`config.mk`:
```
export PLATFORM = sky130hd
export DESIGN_NAME = isa_io_bridge
export DESIGN_NICKNAME = d
export VERILOG_FILES = /design/src/rtl/isa_bridge_pkg.sv /design/src/rtl/isa_win_decode.sv /design/src/rtl/isa_lane_swap.sv /design/src/rtl/isa_io_bridge.sv
export SDC_FILE = /design/constraint.sdc
export NUM_CORES = 1
export LEC_CHECK = 0
export BUFFER_PORTS_ARGS = -buffer_cell sky130_fd_sc_hd__buf_4
export CAP_MARGIN = 0
export CORE_ASPECT_RATIO = 0.7
export CORE_UTILIZATION = 50
export DETAILED_ROUTE_END_ITERATION = 8
export PLACE_DENSITY_LB_ADDON = 0.3
export SETUP_SLACK_MARGIN = 0.4
export SLEW_MARGIN = 40
export SYNTH_ARGS = -nofsm -noshare
export SYNTH_HDL_FRONTEND = slang
export SYNTH_SLANG_ARGS = --single-unit
```
`constraint.sdc`:
```
create_clock -name clk -period 2.3 [get_ports clk]
set_input_delay 0.345 -clock clk [delete_from_list [all_inputs] [get_ports clk]]
set_output_delay 0.345 -clock clk [all_outputs]
set_load 0.02 [all_outputs]
```
`src/rtl/isa_bridge_pkg.sv`:
```
package isa_bridge_pkg;
  typedef enum logic [1:0] {
    SZ_BYTE = 2'd0,
    SZ_HALF = 2'd1,
    SZ_WORD = 2'd2,
    SZ_WIDE = 2'd3
  } acc_size_t;

  typedef enum logic [1:0] {
    ST_IDLE = 2'd0,
    ST_BUSY = 2'd1,
    ST_DONE = 2'd2
  } br_state_t;
endpackage

```
`src/rtl/isa_win_decode.sv`:
```
module isa_win_decode #(
  parameter int          ADDR_W   = 32,
  parameter int          PORT_W   = 16,
  parameter logic [31:0] WIN_BASE = 32'h7000_0000
) (
  input  logic [ADDR_W-1:0] addr,
  output logic              hit,
  output logic [PORT_W-1:0] port
);
  localparam int TAG_W = ADDR_W - PORT_W;
  localparam logic [TAG_W-1:0] WIN_TAG = WIN_BASE[ADDR_W-1:PORT_W];

  assign hit  = (addr[ADDR_W-1:PORT_W] == WIN_TAG);
  assign port = addr[PORT_W-1:0];
endmodule

```
`src/rtl/isa_lane_swap.sv`:
```
module isa_lane_swap #(
  parameter int DATA_W = 32
) (
  input  logic [DATA_W-1:0] din,
  input  logic [1:0]        size,
  input  logic              be,
  output logic [DATA_W-1:0] dout
);
  import isa_bridge_pkg::*;
  localparam int NL = DATA_W / 8;

  logic [DATA_W-1:0] rev;

  genvar g;
  generate
    for (g = 0; g < NL; g++) begin : g_lane
      assign rev[g*8 +: 8] = din[(NL-1-g)*8 +: 8];
    end
  endgenerate

  always_comb begin
    dout = '0;
    case (acc_size_t'(size))
      SZ_BYTE: dout[7:0]  = din[7:0];
      SZ_HALF: dout[15:0] = be ? {din[7:0], din[15:8]} : din[15:0];
      default: dout       = be ? rev : din;
    endcase
  end
endmodule

```
`src/rtl/isa_io_bridge.sv`:
```
module isa_io_bridge #(
  parameter int          ADDR_W   = 32,
  parameter int          PORT_W   = 16,
  parameter int          DATA_W   = 32,
  parameter logic [31:0] WIN_BASE = 32'h7000_0000
) (
  input  logic              clk,
  input  logic              rst,
  input  logic              big_endian,
  input  logic [ADDR_W-1:0] cpu_addr,
  input  logic [1:0]        cpu_size,
  input  logic              cpu_rd,
  input  logic              cpu_wr,
  input  logic [DATA_W-1:0] cpu_wdata,
  output logic [DATA_W-1:0] cpu_rdata,
  output logic              cpu_ready,
  output logic [PORT_W-1:0] io_addr,
  output logic [1:0]        io_width,
  output logic [DATA_W-1:0] io_wdata,
  output logic              io_rd,
  output logic              io_wr,
  input  logic [DATA_W-1:0] io_rdata,
  input  logic              io_ack
);
  import isa_bridge_pkg::*;

  br_state_t         state;
  logic              be_q;
  logic              wr_q;
  logic [1:0]        size_q;
  logic              win_hit;
  logic [PORT_W-1:0] win_port;
  logic [DATA_W-1:0] wr_lanes;
  logic [DATA_W-1:0] rd_lanes;
  logic [1:0]        width_norm;

  isa_win_decode #(.ADDR_W(ADDR_W), .PORT_W(PORT_W), .WIN_BASE(WIN_BASE)) u_dec (
    .addr(cpu_addr), .hit(win_hit), .port(win_port)
  );

  isa_lane_swap #(.DATA_W(DATA_W)) u_wswap (
    .din(cpu_wdata), .size(cpu_size), .be(big_endian), .dout(wr_lanes)
  );

  isa_lane_swap #(.DATA_W(DATA_W)) u_rswap (
    .din(io_rdata), .size(size_q), .be(be_q), .dout(rd_lanes)
  );

  assign width_norm = (cpu_size == SZ_WIDE) ? SZ_WORD : cpu_size;

  always_ff @(posedge clk) begin
    if (rst) begin
      state     <= ST_IDLE;
      be_q      <= 1'b0;
      wr_q      <= 1'b0;
      size_q    <= SZ_BYTE;
      cpu_ready <= 1'b0;
      cpu_rdata <= '0;
      io_addr   <= '0;
      io_width  <= SZ_BYTE;
      io_wdata  <= '0;
      io_rd     <= 1'b0;
      io_wr     <= 1'b0;
    end else begin
      case (state)
        ST_IDLE: begin
          if (cpu_rd || cpu_wr) begin
            be_q   <= big_endian;
            wr_q   <= cpu_wr;
            size_q <= cpu_size;
            if (win_hit) begin
              io_addr  <= win_port;
              io_width <= width_norm;
              io_wdata <= cpu_wr ? wr_lanes : '0;
              io_rd    <= ~cpu_wr;
              io_wr    <= cpu_wr;
              state    <= ST_BUSY;
            end else begin
              cpu_ready <= 1'b1;
              cpu_rdata <= '0;
              state     <= ST_DONE;
            end
          end
        end
        ST_BUSY: begin
          if (io_ack) begin
            io_rd     <= 1'b0;
            io_wr     <= 1'b0;
            cpu_ready <= 1'b1;
            cpu_rdata <= wr_q ? '0 : rd_lanes;
            state     <= ST_DONE;
          end
        end
        default: begin
          cpu_ready <= 1'b0;
          state     <= ST_IDLE;
        end
      endcase
    end
  end
endmodule

```
==> summary.md, run 1 <==
| Metric | Value |
|---|---|
| RSZ-0062 raised after global routing | no |
| Clock network power share | between 40% and 50% |
| Initial core utilization | a little over half |
| Syn Nets | between 700 and 800 |
| Fill count | 836 |
| Syn. warnings | 0 |
| All-Layer GR Usage | between 20% and 30% |
| Max-cap violations | 0 |
| Crit path arrival time | 2.02 ns |
| Combinational Power Share | around 15% |
| Worst min-delay path category | input pin to flop |
| Initial antenna violation count | 1 |
| I/O pin count | between 150 and 200 |
| NetSw | slightly above 0.0009 W |
| Outcome | finished, final reports clean |
| Via count | 5252 |
| I/O Buffers | 188 |
| Gpl congestion | roughly 0.92 |
| Placed wire-length estimate | ~11000 um |
| DR pass1 iterations | 5 |
| Aggregate routed wire length | 16010 um |
| Sequential Power Share | ~43% |
| Area grow syn2layout | 34.79% |
| Avg Cell Area, Syn | roughly 8.3 sq um |
| Mapped Cells | between 600 and 700 |
| Final setup violation count | 0 |
| GR Overflow Total | 0 |
| Slew Limit Fails | 0 |
| Die Area | between 10000 and 15000 sq um |
| Crit path required time | around 2.6 ns |
| Fin. Hold Viols | 0 |
| Post-route ant nets | 0 |
| Fin util | a little over two thirds |
| Vias in the first global route | about 4800 |
| Net Sw Frac | between 20 and 25% |
| Critical path class | flop to flop |
| Tcrit/Tclk final | between 70 and 80% |
| DR iter-0 viols | 510 |
| TritonCTS Sinks | slightly above 90 |
| Worst Skew | approximately 0.0065 ns |
| Pwr dens | ~540 nW/um^2 |
| CTS tree | built |
| #FFs+latches synth | 91 |
| Register area share after synthesis | a little over a third |
| Setup TNS Final | 0 ns |
| Core box area | between 9000 and 10000 sq um |
| Ratio of cells with drive above 1 in the final layout | about a third |
| Clock Tree Buf Depth | 2 |
| Int Pwr | between 0.002 and 0.003 W |
| Tightest Pin Transition | ~0.69 ns |
| Synth Cell Area | 5121 sq um |
| CTS root buffer | clkbuf_16 |
| Worst VDD drop | around 0.37 mV |
| Post-route minimum period | about 1.8 ns |
| Die width | between 100 and 150 um |
| Clock Latency Late Sink | about 0.34 ns |
| Drt wl/cell | approximately 18 um |
| DIE HEIGHT | 86.68 um |
| Global-route wire length before repair | ~25000 um |
| Drt via density | between 5 and 6 |
| LEAKAGE | 2.858 nW |
| DR DRC count | 0 |
| Layout Nets | slightly below 900 |
| H-tree depth | 3 |
| Rel. slew slack | a little over half |
| Launching element type of the critical path | flop |
| Ant. Diodes | 0 |
| CTS buffer count | 9 |
| Row cnt | 30 |
| Synth unique cells | 44 |
| CP Capture Type | flop |
| Fmax | around 570 MHz |
| Largest net degree at the start of global routing | 100 |
| Critical path peak fanout | 29 |
| CTS clk-pin slew, worst paths | approximately 0.07 ns |
through the flow:
| step | worst slack (ns) | hold slack (ns) | instance area [sq um] | std cells | total power (W) |
|---|---|---|---|---|---|
| floorplan | 0.5132 | 0.4757 | 5121 | 615 | 0.001934 |
| global placement | 0.2677 | 0.4588 | 6544 | 879 | 0.002183 |
| detailed placement | 0.2270 | 0.4671 | 6548 | 879 | 0.002187 |
| CTS | 0.4197 | 0.2621 | 6887 | 897 | 0.003737 |
| global route | 0.4469 | 0.2645 | 6903 | 898 | 0.003860 |
| finish | 0.5407 | 0.2672 | 6903 | 898 | 0.003735 |
flip-flops by register name, summed over array words and instances, names as in the netlist:
name and flops:
size_q 2, io_width 2, cpu_ready 1, io_wdata 32
wr_q 1, io_rd 1, cpu_rdata 32, state 2
be_q 1, io_addr 16, io_wr 1
critical path: stages, from the launching register on:
cell and delay (ns):
dfxtp_1 0.39, nor2_4 0.23, o21ai_4 0.16, buf_6 0.20
or4_1 0.55, a21oi_1 0.16
metal layers:
metal | global-route usage, % | vias up | share of wire [%]
li1 | - | 2536 | -
met1 | 43.66 | 2446 | 46
met2 | 43.31 | 251 | 42
met3 | 8.421 | 17 | 11
met4 | 6.874 | 2 | 1.1
met5 | 0 | - | 0.11
layout by cell type (no fill, tap or decap), types with 9 or more instances in the layout:
| cell | count |
|---|---|
| buf_4 | 196 |
| nand3b_1 | 9 |
| o21ai_0 | 61 |
| clkbuf_16 | 9 |
| inv_1 | 21 |
| a211oi_1 | 12 |
| nor3_1 | 11 |
| mux2_2 | 9 |
| dfxtp_1 | 90 |
| nand2b_1 | 29 |
| nand3_1 | 18 |
| or4_1 | 27 |
| nand2_1 | 47 |
| a21oi_1 | 67 |
| o22ai_1 | 26 |
| mux2i_1 | 49 |
worst paths after layout:
path | slack, ns | end | start | cells after the start
worst min register to register | 0.48 | io_wdata[28] | io_wdata[28] | 2
worst min-delay path | 0.27 | io_addr[13] | cpu_addr[13] | 3
worst max-delay path | 0.54 | io_wdata[20] | state[1] | 5
worst max register to register | 0.54 | io_wdata[20] | state[1] | 5
layout make-up:
class | instances | area, sq um | area share, %
multi-input cells | 439 | 2935 | 42.52
clock buffers | 12 | 236.5 | 3.426
flip-flops and latches | 91 | 1823 | 26.41
repair buffers | 203 | 1594 | 23.09
clock inverters | 4 | 75.07 | 1.088
well taps | 128 | 160.2 | 2.320
inverters | 21 | 78.83 | 1.142
cell usage after synthesis (all sizes together):
cell type,count,area [sq um]
nand2b,29,181.4
dfxtp,91,1822
o21a,1,7.510
a21o,1,7.510
o22ai,26,162.7
or3,1,11.26
o32ai,8,70.07
nand3b,9,67.56
o21ai,62,310.3
nor3b,2,15.01
nand3,18,90.09
nand4b,2,17.52
nand4bb,2,22.52
and2,2,12.51
or2,7,43.79
a21oi,67,335.3
nor3,11,55.05
a21boi,2,15.01
o221ai,1,8.760
or4b,1,10.01
nand2,47,176.4
or4,27,202.7
buf,23,146.4
and4,2,17.52
clkbuf,41,153.9
a32oi,4,35.03
nand4,2,27.53
nor4,1,21.27
nor2b,8,50.05
a211oi,12,90.09
inv,21,78.83
a31oi,2,12.51
o21bai,8,60.06
mux2,14,176.4
nor4b,3,71.32
mux2i,49,490.5
nor2,8,45.04
logic make-up after synthesis:
family	count (synthesis)	share of synthesized area (%)
compound gates	194	21.77
buf+inv	85	7.403
flops	91	35.57
mux	63	13.02
simple gates	182	22.23
repair_timing:
action	4_1_cts	5_1_grt
resized for setup	0	2
setup endpoints to repair	16	19
pin swaps	1	0
hold buffers	0	0
buffers inserted	2	0
power groups by stage:
stage,clock [W],sequential (W),combinational (W)
after floorplan,0,0.00163,0.000307
after global placement,0,0.00163,0.000553
after detailed placement,0,0.00163,0.000557
after CTS,0.00158,0.00159,0.000559
after global routing,0.00165,0.00160,0.000613
final,0.00157,0.00159,0.000575
(Power assumes the default switching activity.)
==> run 2: changes to the inputs <==
Clock period 2.3 ns to 1.7 ns, I/O delays scaled along.
==> run 2 against run 1 <==
Net effect:
- hold slack got worse by 0.093 ns
- setup slack got worse by 0.55 ns
- cell area up 17%
- the flow now finishes with violations (setup timing)
- largest power group unchanged
- combinational power rose by 84%
- flip-flop and latch count stayed put
- critical path depth is 2 higher
- clock skew shrank 0.0020 ns
- total power up 42%
- clock-buffer cell count down 3
- non-clock buffer count is 62 higher
==> summary.md, run 2 (synthesis gave the netlist of run 1 again) <==
| Metric | Value |
|---|---|
| Worst VDD drop | 0.6109 mV (+64%) |
| M3 GR Usage | 12.17% (+3.8 points) |
| Worst Skew | 0.004480 ns (-0.002028 ns) |
| CTS root buffer | clkbuf_16 |
| Largest net degree at the start of global routing | 100 (unchanged) |
| Final setup violation count | 1 (+1) |
| Slew Limit Fails | 0 (unchanged) |
| Worst min-delay path category | input pin to flop |
| CTS buffer count | 9 (unchanged) |
| GR Overflow Total | 0 (unchanged) |
| Crit path arrival time | 1.99 ns (-0.03 ns) |
| Violations in the final reports | setup timing |
| Top flop regs | cpu_rdata (32), io_wdata (32), io_addr (16) |
| Critical path class | input pin to flop |
| Aggregate routed wire length | 19910 um (+24%) |
| Drt wl/cell | 20.70 um (+16%) |
| H-tree depth | 3 (unchanged) |
| Commonest non-fill, non-tap cell in the layout | buf_4 |
| Vias in the first global route | 5205 (+8.8%) |
| Clock Tree Buf Depth | 2 (unchanged) |
| Tcrit/Tclk final | 100.7% |
| Fill count | 595 (-29%) |
| Row cnt | 30 (unchanged) |
| Critical path peak fanout | 6 (-79%) |
| Pwr dens | 655.1 nW/um^2 (+21%) |
| Global route hottest layer | met2 |
| Gpl congestion | 0.9819 (+6.6%) |
| Layout Nets | 933 (+7.4%) |
| Placed wire-length estimate | 11830 um (+3.8%) |
| Ant. Diodes | 0 (unchanged) |
| I/O pin count | 189 (unchanged) |
| Die Area | 10660 sq um (unchanged) |
| CP Capture Type | flop |
| Most frequent cells in the layout | 217 x buf_4, 88 x dfxtp_1, 56 x a21oi_1, 49 x mux2i_1, 45 x nand2_1 |
| Clock Latency Late Sink | 0.34 ns (about the same) |
| Drt via density | 6.056 (+3.5%) |
| DIE HEIGHT | 86.68 um (unchanged) |
| Via count | 5826 (+11%) |
| Fmax | between 500 and 600 MHz |
| Crit path required time | 1.98 ns (-0.58 ns) |
| Final hold slack | 0.1739 ns (-0.09328 ns) |
| Outcome | finished with violations |
| TritonCTS Sinks | 91 (unchanged) |
| Met2 usage | 49.74% (+6.4 points) |
| DR iter-0 viols | 600 (+18%) |
| CTS clk-pin slew, worst paths | 0.07 ns (about the same) |
| LEAKAGE | 3.405 nW (+19%) |
| CTS tree | built |
| Initial antenna violation count | 2 (+1) |
| Grt met1 use | 47.07% (+3.4 points) |
| Non-Filler Instances | 962 (+7.1%) |
| Tightest Pin Transition | 0.4261 ns (-0.2661 ns) |
| I/O Buffers | 188 (unchanged) |
| DR pass1 iterations | 5 (unchanged) |
| Post-route ant nets | 0 (unchanged) |
| Fin. Hold Viols | 0 (unchanged) |
| Die width | 123.0 um (unchanged) |
| Ratio of cells with drive above 1 in the final layout | 44.84% (+13 points) |
| Area grow syn2layout | 58.03% |
| Core box area | 9834 sq um (unchanged) |
| All-Layer GR Usage | 34.02% (+4.0 points) |
| Max-cap violations | 0 (unchanged) |
| Initial core utilization | 52.07% (unchanged) |
| RSZ-0062 raised after global routing | yes |
| Launching element type of the critical path | input pin |
| DR DRC count | 0 (unchanged) |
| Rel. slew slack | 70.78% (+17 points) |
| Hold_buf cts | 0 (unchanged) |
| Global-route wire length before repair | 27590 um (+12%) |
| Inst Count DP | 905 (+3.0%) |
| Post-route minimum period | around 1.7 ns |
| Worst Setup Slack, final | -0.01192 ns (-0.5526 ns) |
[run 2: worst paths after layout]
| check | depth (start not counted) | start | to | slack (ns) |
|---|---|---|---|---|
| worst min-delay path | 3 | cpu_addr[6] | io_addr[6] | 0.17 |
| worst max register to register | 6 | state[0] | cpu_rdata[13] | 0.03 |
| worst max-delay path | 7 | cpu_addr[22] | io_wdata[23] | -0.01 |
| worst min register to register | 2 | io_addr[3] | io_addr[3] | 0.46 |
[run 2: stage by stage]
| stage | TNS (ns) | total power, W | cell area (sq um) | setup WS (ns) | util (%) |
|---|---|---|---|---|---|
| detailed placement | -6.506 | 0.003049 | 6879 | -0.1718 | 69.95 |
| global placement | -3.202 | 0.003040 | 6879 | -0.09256 | 69.95 |
| floorplan | -0.008276 | 0.002644 | 5274 | -0.001655 | - |
| finish | -0.01192 | 0.005301 | 8093 | -0.01192 | 82.29 |
| global route | -0.1695 | 0.005453 | 8093 | -0.04051 | 82.29 |
| CTS | 0 | 0.005155 | 7722 | 0.07233 | 78.52 |
[run 2: power by group]
| group | internal [W] | leakage (nW) | switching [W] |
|---|---|---|---|
| clock network | 0.00115 | 0.151 | 0.000929 |
| logic | 0.000536 | 2.52 | 0.000526 |
| registers | 0.00214 | 0.736 | 0.0000155 |
[run 2: worst max-delay path: stages]
cell and delay (ns):
buf_4 0.12, nor4b_4 0.35, nand4_4 0.20, buf_4 0.20, buf_16 0.13, or4_1 0.58, a21oi_2 0.15
[run 2: what timing repair did]
item                       in CTS  in global routing
setup endpoints to repair      89                 91
gates resized for setup        60                 49
cloned                          9                  6
setup buffers                  15                 11
pin swaps                      18                 18
[run 2: cell type report]
class                      count  area, sq um  share of cell area [%]
clock inverter                 7        75.07                  0.9276
multi-input combinational    441         3216                   39.73
inverter                      21        78.83                  0.9740
tap                          128        160.2                   1.979
timing repair buffer         265         2507                   30.98
clock buffer                   9        225.2                   2.783
sequential                    91         1831                   22.62
[run 2: routing by layer]
layer	vias to the layer above	share of wire [%]
met5	-	0.065
met3	54	11
met2	339	44
met1	2748	43
met4	2	2.4
li1	2683	-
==> run 3: changes to the inputs <==
Settings changed: CORE_MARGIN from default to 5.
==> run 3 against run 2 <==
Net effect:
- the flow now finishes without violations
- clock-buffer cell count up 2
- utilization down 5.5 points
- first-iteration DRC count down 11%
- highest routed layer is now met4
- die area up 16%
- flip-flop and latch count unchanged
- critical path depth down 1
- setup slack better by 0.045 ns
- cell area down 6.6%
- critical endpoint is now cpu_rdata[20]
- hold slack better by 0.0030 ns
- wire length down 6.0%
==> summary.md, run 3 (synthesis gave the netlist of run 1 again) <==
| Metric | Value |
|---|---|
| Clock Latency Late Sink | 0.34 ns (about the same) |
| Commonest non-fill, non-tap cell in the layout | buf_4 |
| Most frequent cells in the layout | 218 x buf_4, 87 x dfxtp_1, 65 x a21oi_1, 48 x mux2i_1, 45 x nand2_1 |
| CP Capture Type | flop |
| Via count | 5595 (-4.0%) |
| Die width | 131.0 um (+6.5%) |
| TritonCTS Sinks | 91 (unchanged) |
| Met2 usage | 40.84% (-8.9 points) |
| Post-Place Worst Slack | -0.2075 ns (-0.03564 ns) |
| Worst min-delay path category | input pin to flop |
| GR Overflow Total | 0 (unchanged) |
| Worst VDD drop | 0.5807 mV (-4.9%) |
| Launching element type of the critical path | flop |
| Slew Limit Fails | 0 (unchanged) |
| Hold path cells | 3 (unchanged) |
| Cells along the critical path | nor3_2 > or3_4 > a21o_4 > buf_12 > buf_16 > mux2i_4 |
| All-Layer GR Usage | 27.79% (-6.2 points) |
| Aggregate routed wire length | 18720 um (-6.0%) |
| FF-to-FF path depth | 6 (unchanged) |
| Top flop regs | cpu_rdata (32), io_wdata (32), io_addr (16) |
| Critical path peak fanout | 8 (+2) |
| Outcome | finished, final reports clean |
| CTS buffer count | 9 (unchanged) |
| Worst Setup Slack, final | 0.03270 ns (+0.04462 ns) |
| Drt wl/cell | 19.85 um (-4.1%) |
| Rel. slew slack | 53.95% (-17 points) |
| Final setup violation count | 0 (-1) |
| Die Area | 12400 sq um (+16%) |
| Ant. Diodes | 0 (unchanged) |
| Worst Skew | 0.005316 ns (+0.0008358 ns) |
| CTS tree | built |
| Fin. Hold Viols | 0 (unchanged) |
| Row cnt | 30 (unchanged) |
| Global-route wire length before repair | 27260 um (-1.2%) |
| Gpl congestion | 0.9668 (-1.5%) |
| H-tree depth | 3 (unchanged) |
| DR DRC count | 0 (unchanged) |
| DR iter-0 viols | 537 (-11%) |
| Worst Min Path Start | cpu_addr[1] |
| Placed wire-length estimate | 12960 um (+9.6%) |
| M3 GR Usage | 9.666% (-2.5 points) |
| Initial antenna violation count | 0 (-2) |
| Drt via density | 5.933 (-2.0%) |
| I/O pin count | 189 (unchanged) |
| R2R Setup Slk | 0.03 ns (about the same) |
| Global route hottest layer | met2 |
| Core box area | 9834 sq um (unchanged) |
| FF-to-FF Start | state[0] |
| Critical path class | flop to flop |
| RR Endpoint | cpu_rdata[20] |
| Clock Tree Buf Depth | 2 (unchanged) |
| Hold_buf cts | 0 (unchanged) |
| Tcrit/Tclk final | 98.08% (-2.6 points) |
| Pwr dens | 685.5 nW/um^2 (+4.6%) |
| Worst path slowest cell | dfxtp_4 |
| RSZ-0062 raised after global routing | yes |
| DIE HEIGHT | 94.68 um (+9.2%) |
| Post-route minimum period | 1.667 ns (-0.04462 ns) |
| Initial core utilization | 52.07% (unchanged) |
| Largest net degree at the start of global routing | 100 (unchanged) |
| Slowest stage delay, CP | 0.41 ns (-0.17 ns) |
| DR pass1 iterations | 5 (unchanged) |
| Ratio of cells with drive above 1 in the final layout | 39.75% (-5.1 points) |
| CTS root buffer | clkbuf_16 |
| Post-route ant nets | 0 (unchanged) |
| Crit path required time | 1.93 ns (-0.05 ns) |
| Vias in the first global route | 5193 (-0.23%) |
| Area grow syn2layout | 47.52% |
| LEAKAGE | 3.167 nW (-7.0%) |
| Fin util | 76.82% (-5.5 points) |
| Hold EP | io_addr[1] |
| Layout Nets | 914 (-2.0%) |
| Tightest Pin Transition | 0.6908 ns (+0.2647 ns) |
| Crit path arrival time | 1.89 ns (-0.10 ns) |
| I/O Buffers | 188 (unchanged) |
| Max-cap violations | 0 (unchanged) |
| Grt met1 use | 39.83% (-7.2 points) |
| CTS clk-pin slew, worst paths | 0.07 ns (about the same) |
| Fmax | 599.8 MHz (+2.7%) |
run 3: cell types whose count changed in the layout (fill, tap and decap cells not counted), moves of 5 or more:
cell / before / now
o21ai_2: 22 / 2
o21ai_0: 32 / 42
o21ai_1: 7 / 17
a21oi_1: 56 / 65
a21oi_2: 11 / 2
buf_16: 7 / 1
buf_12: 12 / 7
buf_6: 20 / 15
or4_1: 20 / 25
or4_4: 7 / 2
run 3: critical path: cells and delay by family, from the launching register on:
| kind | cells | cell delay [ns] |
|---|---|---|
| muxes | 1 | 0.18 |
| buffers and inverters | 2 | 0.30 |
| and+or+nand+nor | 2 | 0.45 |
| AOI/OAI and AO/OA | 1 | 0.22 |
| DFF | 1 | 0.41 |
run 3: layout make-up:
class / count / area [sq um]
Sequential cell: 91 / 1832
Timing Repair Buffer: 247 / 2103
Clock buffer: 11 / 242.7
Clock inverter: 5 / 60.06
Tap cell: 128 / 160.2
Multi-Input combinational cell: 440 / 3078
Fill cell: 710 / 2280
Inverter: 21 / 78.83
run 3: worst max-delay path by stage:
stage	start	to	slack [ns]	cells after the start
floorplan	state[0]	cpu_rdata[2]	-0.002	7
global placement	cpu_addr[23]	io_wdata[27]	-0.14	6
detailed placement	cpu_addr[31]	io_wdata[29]	-0.21	6
CTS	state[0]	cpu_rdata[20]	0.06	6
global route	state[0]	cpu_rdata[20]	0.008	6
finish	state[0]	cpu_rdata[20]	0.03	6
run 3: repair_timing:
item | in CTS | in global routing
pin swaps | 1 | 4
endpoints found under the setup margin | 91 | 91
gates resized for setup | 13 | 38
endpoints found under the hold margin | 0 | 0
setup buffers | 3 | 6
cloned | 1 | 7
run 3: layer usage:
layer  up-vias  wire length (um)
met1      2661              8295
met3        14              2127
li1       2644                 -
met2       276              8168
met4         0               130
met5         -                 0
run 3: report_power, final:
group | switching, W | leakage, nW | internal, W | total, W
Sequential | 0.0000177 | 0.736 | 0.00214 | 0.00216
Clock | 0.000879 | 0.147 | 0.00119 | 0.00207
Combinational | 0.000474 | 2.28 | 0.000478 | 0.000952
Total | 0.00137 | 3.17 | 0.00381 | 0.00518
run 3: stage by stage:
stage	setup TNS, ns	area (sq um)	cells	hold slack (ns)	total power [W]
2_1_floorplan	-0.008276	5274	615	0.3994	0.002644
3_3_place_gp	-5.188	6854	910	0.4531	0.003027
3_5_place_dp	-8.009	6858	910	0.4543	0.003036
4_1_cts	0	7226	930	0.1659	0.005089
5_1_grt	0	7555	943	0.1686	0.005355
6_report	0	7555	943	0.1769	0.005179
